<file path="config.mk">
export PLATFORM = sky130hd
export DESIGN_NAME = imm_fetch_seq
export DESIGN_NICKNAME = d
export VERILOG_FILES = /design/src/rtl/seq_pkg.sv /design/src/rtl/phase_timer.sv /design/src/rtl/addr_unit.sv /design/src/rtl/data_unit.sv /design/src/rtl/imm_fetch_seq.sv
export SDC_FILE = /design/constraint.sdc
export NUM_CORES = 1
export LEC_CHECK = 0
export ABC_AREA = 0
export CAP_MARGIN = 10
export CORE_MARGIN = 8
export CORE_UTILIZATION = 50
export CTS_BUF_LIST = sky130_fd_sc_hd__clkbuf_2
export DETAILED_ROUTE_END_ITERATION = 12
export DONT_BUFFER_PORTS = 1
export GPL_TIMING_DRIVEN = 0
export HOLD_SLACK_MARGIN = 0.12
export PLACE_DENSITY = 0.74
export SYNTH_ARGS = -nofsm -noshare
export SYNTH_HDL_FRONTEND = slang
export SYNTH_HIERARCHICAL = 1
export SYNTH_SLANG_ARGS = --single-unit
</file>
<file path="constraint.sdc">
create_clock -name clk -period 1.62 [get_ports clk]
set_input_delay 0.081 -clock clk [delete_from_list [all_inputs] [get_ports clk]]
set_output_delay 0.081 -clock clk [all_outputs]
set_load 0.01 [all_outputs]
</file>
<file path="src/rtl/seq_pkg.sv">
package seq_pkg;

  typedef enum logic [1:0] {
    MC_FETCH = 2'd0,
    MC_DATA1 = 2'd1,
    MC_DATA2 = 2'd2
  } mcyc_e;

  localparam int TIDX_W  = 2;
  localparam int STATE_W = 2 + TIDX_W + 1;

  // Index of the final T-state in a machine cycle (T4 for fetch, T3 otherwise)
  function automatic logic [TIDX_W-1:0] final_tidx(input mcyc_e mc);
    return (mc == MC_FETCH) ? TIDX_W'(3) : TIDX_W'(2);
  endfunction

  function automatic logic [STATE_W-1:0] pack_state(input mcyc_e mc,
                                                   input logic [TIDX_W-1:0] tix,
                                                   input logic ph);
    return {mc, tix, ph};
  endfunction

  // Pass-through path from temporary register to register file
  function automatic logic [7:0] alu_pass(input logic [7:0] v);
    return v;
  endfunction

endpackage

</file>
<file path="src/rtl/phase_timer.sv">
module phase_timer
  import seq_pkg::*;
(
  input  logic              clk,
  input  logic              rst,
  input  logic              is_pair,
  output mcyc_e             mc,
  output logic [TIDX_W-1:0] tix,
  output logic              ph,
  output logic              ev_t1,
  output logic              ev_t1_hi,
  output logic              ev_t2_hi,
  output logic              ev_t3_lo,
  output logic              ev_t3_hi,
  output logic              ev_last_hi,
  output logic              rd_window
);

  mcyc_e mc_next;
  logic  at_last;

  assign at_last = (tix == final_tidx(mc));

  always_comb begin
    case (mc)
      MC_FETCH: mc_next = is_pair ? MC_DATA1 : MC_FETCH;
      MC_DATA1: mc_next = MC_DATA2;
      default:  mc_next = MC_FETCH;
    endcase
  end

  always_ff @(posedge clk) begin
    if (rst) begin
      mc  <= MC_FETCH;
      tix <= '0;
      ph  <= 1'b0;
    end else begin
      ph <= ~ph;
      if (ph) begin
        if (at_last) begin
          tix <= '0;
          mc  <= mc_next;
        end else begin
          tix <= tix + TIDX_W'(1);
        end
      end
    end
  end

  assign ev_t1      = (tix == TIDX_W'(0));
  assign ev_t1_hi   = ev_t1 && ph;
  assign ev_t2_hi   = (tix == TIDX_W'(1)) && ph;
  assign ev_t3_lo   = (tix == TIDX_W'(2)) && !ph;
  assign ev_t3_hi   = (tix == TIDX_W'(2)) && ph;
  assign ev_last_hi = at_last && ph;
  assign rd_window  = (tix <= TIDX_W'(2));

endmodule

</file>
<file path="src/rtl/addr_unit.sv">
module addr_unit #(
  parameter int AW = 16
) (
  input  logic          clk,
  input  logic          rst,
  input  logic          ev_last_hi,
  input  logic          ev_t2_hi,
  output logic [AW-1:0] pc,
  output logic [AW-1:0] inc_latch
);

  function automatic logic [AW-1:0] pc_step(input logic [AW-1:0] v);
    return v + AW'(1);
  endfunction

  always_ff @(posedge clk) begin
    if (rst) begin
      pc        <= '0;
      inc_latch <= '0;
    end else begin
      if (ev_last_hi) inc_latch <= pc;
      if (ev_t2_hi)   pc        <= pc_step(inc_latch);
    end
  end

endmodule

</file>
<file path="src/rtl/data_unit.sv">
module data_unit
  import seq_pkg::*;
#(
  parameter int         DW       = 8,
  parameter logic [7:0] PAIR_OPC = 8'h11
) (
  input  logic          clk,
  input  logic          rst,
  input  mcyc_e         mc,
  input  logic          ev_t1_hi,
  input  logic          ev_t3_lo,
  input  logic          ev_t3_hi,
  input  logic          ev_last_hi,
  input  logic [DW-1:0] din,
  output logic [DW-1:0] ir,
  output logic [DW-1:0] tmp,
  output logic          is_pair,
  output logic          wr_lo,
  output logic          wr_hi
);

  logic hi_pending;

  always_ff @(posedge clk) begin
    if (rst) begin
      ir         <= '0;
      tmp        <= '0;
      hi_pending <= 1'b0;
    end else begin
      if (ev_t3_lo) begin
        if (mc == MC_FETCH) ir  <= din;
        else                tmp <= din;
      end
      if (ev_last_hi && mc == MC_DATA2)
        hi_pending <= 1'b1;
      else if (ev_t3_hi && mc == MC_FETCH)
        hi_pending <= 1'b0;
    end
  end

  assign is_pair = (ir == DW'(PAIR_OPC));
  assign wr_lo   = ev_t1_hi && (mc == MC_DATA2);
  assign wr_hi   = ev_t3_hi && (mc == MC_FETCH) && hi_pending;

endmodule

</file>
<file path="src/rtl/imm_fetch_seq.sv">
module imm_fetch_seq
  import seq_pkg::*;
#(
  parameter int         AW       = 16,
  parameter int         DW       = 8,
  parameter logic [7:0] PAIR_OPC = 8'h11
) (
  input  logic               clk,
  input  logic               rst,
  input  logic [DW-1:0]      data_in,
  output logic [AW-1:0]      addr_out,
  output logic               addr_en,
  output logic               rd_en,
  output logic [AW-1:0]      pc_out,
  output logic [DW-1:0]      ir_out,
  output logic               wr_lo,
  output logic               wr_hi,
  output logic [DW-1:0]      wr_data,
  output logic [STATE_W-1:0] state_code
);

  mcyc_e             mc;
  logic [TIDX_W-1:0] tix;
  logic              ph;
  logic              ev_t1, ev_t1_hi, ev_t2_hi, ev_t3_lo, ev_t3_hi, ev_last_hi;
  logic              rd_window, is_pair;
  logic [DW-1:0]     tmp;

  phase_timer u_timer (
    .clk(clk), .rst(rst), .is_pair(is_pair),
    .mc(mc), .tix(tix), .ph(ph),
    .ev_t1(ev_t1), .ev_t1_hi(ev_t1_hi), .ev_t2_hi(ev_t2_hi),
    .ev_t3_lo(ev_t3_lo), .ev_t3_hi(ev_t3_hi), .ev_last_hi(ev_last_hi),
    .rd_window(rd_window)
  );

  addr_unit #(.AW(AW)) u_addr (
    .clk(clk), .rst(rst),
    .ev_last_hi(ev_last_hi), .ev_t2_hi(ev_t2_hi),
    .pc(pc_out), .inc_latch(addr_out)
  );

  data_unit #(.DW(DW), .PAIR_OPC(PAIR_OPC)) u_data (
    .clk(clk), .rst(rst), .mc(mc),
    .ev_t1_hi(ev_t1_hi), .ev_t3_lo(ev_t3_lo), .ev_t3_hi(ev_t3_hi),
    .ev_last_hi(ev_last_hi), .din(data_in),
    .ir(ir_out), .tmp(tmp), .is_pair(is_pair),
    .wr_lo(wr_lo), .wr_hi(wr_hi)
  );

  assign addr_en    = ev_t1;
  assign rd_en      = rd_window;
  assign wr_data    = alu_pass(tmp);
  assign state_code = pack_state(mc, tix, ph);

endmodule

</file>
==> results by group <==
Placed design
  – Cells after DPL: between 300 and 400
  – Final HPWL DP: between 4000 and 5000 um
  – DP Area: roughly 2600 um2
  – # port buffers: 0
  – GPL Wtd Cong: a little under 0.8

Critical path
  – CP Max Fanout: 8
  – Worst reg2reg path depth: 4
  – CP endpoint kind: flip-flop
  – CP startpoint: u_addr/inc_latch[0]
  – R2r endpoint: u_addr/pc[14]
  – Worst path cell trace: ha_4 -> nand3_4 -> or4_4 -> o211a_1
  – Crit path arrival time: 1.94 ns
  – Req. time, crit path: between 1.5 and 2 ns
  – Max stage delay on crit path: 0.52 ns
  – Crit path kind: reg -> reg
  – Register-to-register setup slack: 0.03 ns
  – Critical path startpoint category: flip-flop
  – Slowest CP cell: or4_4
  – RR Startpoint: u_addr/inc_latch[0]

Timing
  – Crit share post-route: a little over nine tenths
  – Final Max Slew Viols: 0
  – Setup Viol. Count Final: 0
  – Hold Fails Final Rpt: 0
  – Skew final: roughly 0.032 ns
  – Hold WS: 0.3368 ns
  – RSZ-0062 raised after global routing: true
  – TNS Setup: 0 ns
  – Fmax: about 0.63 GHz
  – Minimum clock period: around 1.6 ns
  – Slew headroom: between 50% and 60%
  – Worst-margin pin slew: 0.6670 ns

CTS
  – CTS tree: done
  – Root buf cell: clkbuf_2
  – CTS buffer count: 5
  – Clock Sinks: 54
  – H-tree Lvls: 2
  – Clk_lat worst skew: ~0.44 ns
  – Clock transition at path regs: between 0.2 and 0.3 ns
  – CTS max path bufs: 2

Yosys
  – Flops & latches, synth: 54
  – Post-synth EDFFs: 0
  – Cell count after synthesis: 270
  – Sequential fraction of the synthesis area: ~43%
  – Ys Warns: 6
  – Mapped Nets: about 290
  – Asr flop ratio synth: 0%
  – Top FF cell, synth: dfxtp_1
  – Synth Area per Inst: about 9.4 um2
  – Cell area after synthesis: 2540 um2
  – Synth unique cells: 48

GRT
  – Antenna violations before repair: 0
  – Largest net degree at the start of global routing: 18
  – Total GRT Usage: roughly 17%
  – Number of global-route vias before repair: 2038
  – First-pass GRT wire length: 10170 um
  – Leftover overflow at the end of global routing: 0

Detailed routing
  – DRT Pass-1 Iters: 5
  – Vias: about 2100
  – Residual DRC: 0
  – Drt total wl: around 6400 um
  – Initial drt markers: 95
  – Drt via density: between 5 and 6
  – Detail Route Antenna Nets: 0
  – DR WL/cell: ~17 um

Die
  – Die Width: between 80 and 90 um
  – Core area: 5010 um2
  – Die height: just under 90 um
  – FP Rows: 26
  – Die footprint: between 7000 and 8000 um2
  – IO Count: 67
  – Initial Utilization: between 50% and 60%

Cells and area
  – Finished Layout Cells: ~370
  – Area delta synth->final: 21.97%
  – Nets: ~310
  – Fin area: 3098 um2
  – Share of cells above drive strength 1: about 26%
  – Antenna diodes: 0

Power and ir drop
  – Clock power share: approximately a quarter
  – Pwr dens: 685.5 nW/um2
  – P_leak: roughly 1.1 nW
  – VDD IR max: 0.5812 mV
  – P_sw: 563.1 uW
  – Cell-internal power: ~1.6 mW
  – Design Power: 2.124 mW
  – Combinational Power Share: under 10%
  – Sw frac: approximately a quarter
  – Reg power frac: about 66%

Run
  – Max-capacitance violation count: 0

Worst hold path
  – Hold depth: 3
  – WHS Endpoint: u_data/tmp[0]
  – Min-delay worst type: in -> reg
  – Min-delay src: data_in[0]

Status
  – Status: completed
-- worst max-delay path by stage --
stage                               end  slack [ns]
final                     u_addr/pc[14]        0.03
after global routing              wr_hi       -0.02
after CTS                 u_addr/pc[14]      -0.006
after detailed placement   u_addr/pc[5]       -0.32
after global placement    u_addr/pc[13]       -0.29
after floorplan           u_addr/pc[13]        0.01
-- power groups by stage --
stage | registers, mW | logic (mW) | clock network (mW)
2_1_floorplan | 1.42 | 0.113 | 0
3_3_place_gp | 1.43 | 0.136 | 0
3_5_place_dp | 1.43 | 0.140 | 0
4_1_cts | 1.40 | 0.175 | 0.555
5_1_grt | 1.40 | 0.225 | 0.595
6_report | 1.39 | 0.203 | 0.528
-- routing by layer --
layer  up-vias  track usage (%)  share of wire [%]  wire, um
li1       1017                -                  -         -
met1       997            18.11                 40      2557
met2        58            29.48                 50      3218
met3         5            5.755                8.6       551
met4         0            3.906               0.75        48
met5         -                0                  0         0
-- final cells by class --
class | count | area [um2]
fill | 449 | 1912
multi-input combinational | 190 | 1488
sequential | 54 | 1125
timing repair buffer | 22 | 187.7
buffer | 16 | 130.1
tap | 70 | 87.58
inverter | 9 | 36.28
clock buffer | 6 | 30.03
clock inverter | 2 | 13.76
-- logic make-up (layout without fill, tap and decap cells) --
logic type / count (synthesis) / in the layout / synth area share (%)
and+or+nand+nor: 114 / 114 / 24.93
buffers and inverters: 26 / 55 / 5.074
xor gates and xnor gates: 2 / 2 / 0.6898
AOI/OAI and AO/OA: 34 / 34 / 10.49
DFF: 54 / 54 / 42.56
muxes: 35 / 35 / 13.79
adders and majority gates: 5 / 5 / 2.463
-- stage by stage --
step | setup slack (ns) | utilization (%)
6_report | 0.02910 | 61.84
3_5_place_dp | -0.3233 | 52.77
4_1_cts | -0.006221 | 57.97
2_1_floorplan | 0.01246 | -
5_1_grt | -0.01816 | 61.84
3_3_place_gp | -0.2905 | 52.77
-- cells in the mapped netlist (2+ instances only) --
master | n | area share, %
dfxtp_1 | 54 | 43
nand2b_1 | 27 | 6.7
nand2_1 | 7 | 1.0
ha_1 | 5 | 2.5
o21ai_0 | 6 | 1.2
buf_6 | 3 | 1.3
a211oi_1 | 2 | 0.59
clkbuf_1 | 7 | 1.0
buf_1 | 2 | 0.30
nor2b_1 | 4 | 0.99
nand3_1 | 6 | 1.2
a21oi_1 | 2 | 0.39
nor2_1 | 38 | 5.6
nor3_2 | 2 | 0.79
and2_1 | 5 | 1.2
a311oi_1 | 8 | 2.8
or3_1 | 3 | 0.74
nor3_1 | 2 | 0.39
nor4_1 | 4 | 0.99
buf_2 | 4 | 0.79
nand4_1 | 3 | 0.74
or4_1 | 4 | 1.2
inv_1 | 9 | 1.3
o31ai_1 | 3 | 0.89
mux2i_1 | 35 | 14
o41a_1 | 2 | 0.89
o21a_1 | 2 | 0.59
-- registers in the layout (all words and copies together), names as in the netlist --
name,cells
u_data/tmp,8
u_timer/mc,2
u_addr/pc,16
u_data/hi_pending,1
u_timer/tix,2
u_addr/inc_latch,16
u_data/ir,8
u_timer/ph,1
-- critical path: cells and delay by family, from the launching register on --
| family | cells | cell delay (ns) |
|---|---|---|
| AOI/OAI and AO/OA | 1 | 0.21 |
| and+or+nand+nor | 2 | 0.65 |
| adders and majority gates | 1 | 0.18 |
| DFF | 1 | 0.48 |
-- repair_timing --
item / in CTS / in global routing
hold buffers: 9 / 0
pin swaps: 3 / 7
buffers inserted: 4 / 9
endpoints found under the hold margin: 52 / 0
resized for setup: 35 / 34
setup endpoints to repair: 40 / 36
-- layout by cell type, fill, tap and decap left out, types with 3 or more instances in the layout --
cell           count
dfxtp_1           39
nor2_1            37
mux2i_1           35
nand2b_1          27
buf_4             13
dfxtp_4           10
dlygate4sd3_1      9
nand2_1            7
inv_1              7
clkbuf_2           6
o21ai_0            6
a311oi_2           6
buf_6              5
clkbuf_1           5
dfxtp_2            5
nand3_1            4
nor4_1             4
or3_1              3
nand4_1            3
nor2b_1            3
and2_1             3
o31ai_1            3
Power figures use the tool's default switching activity.
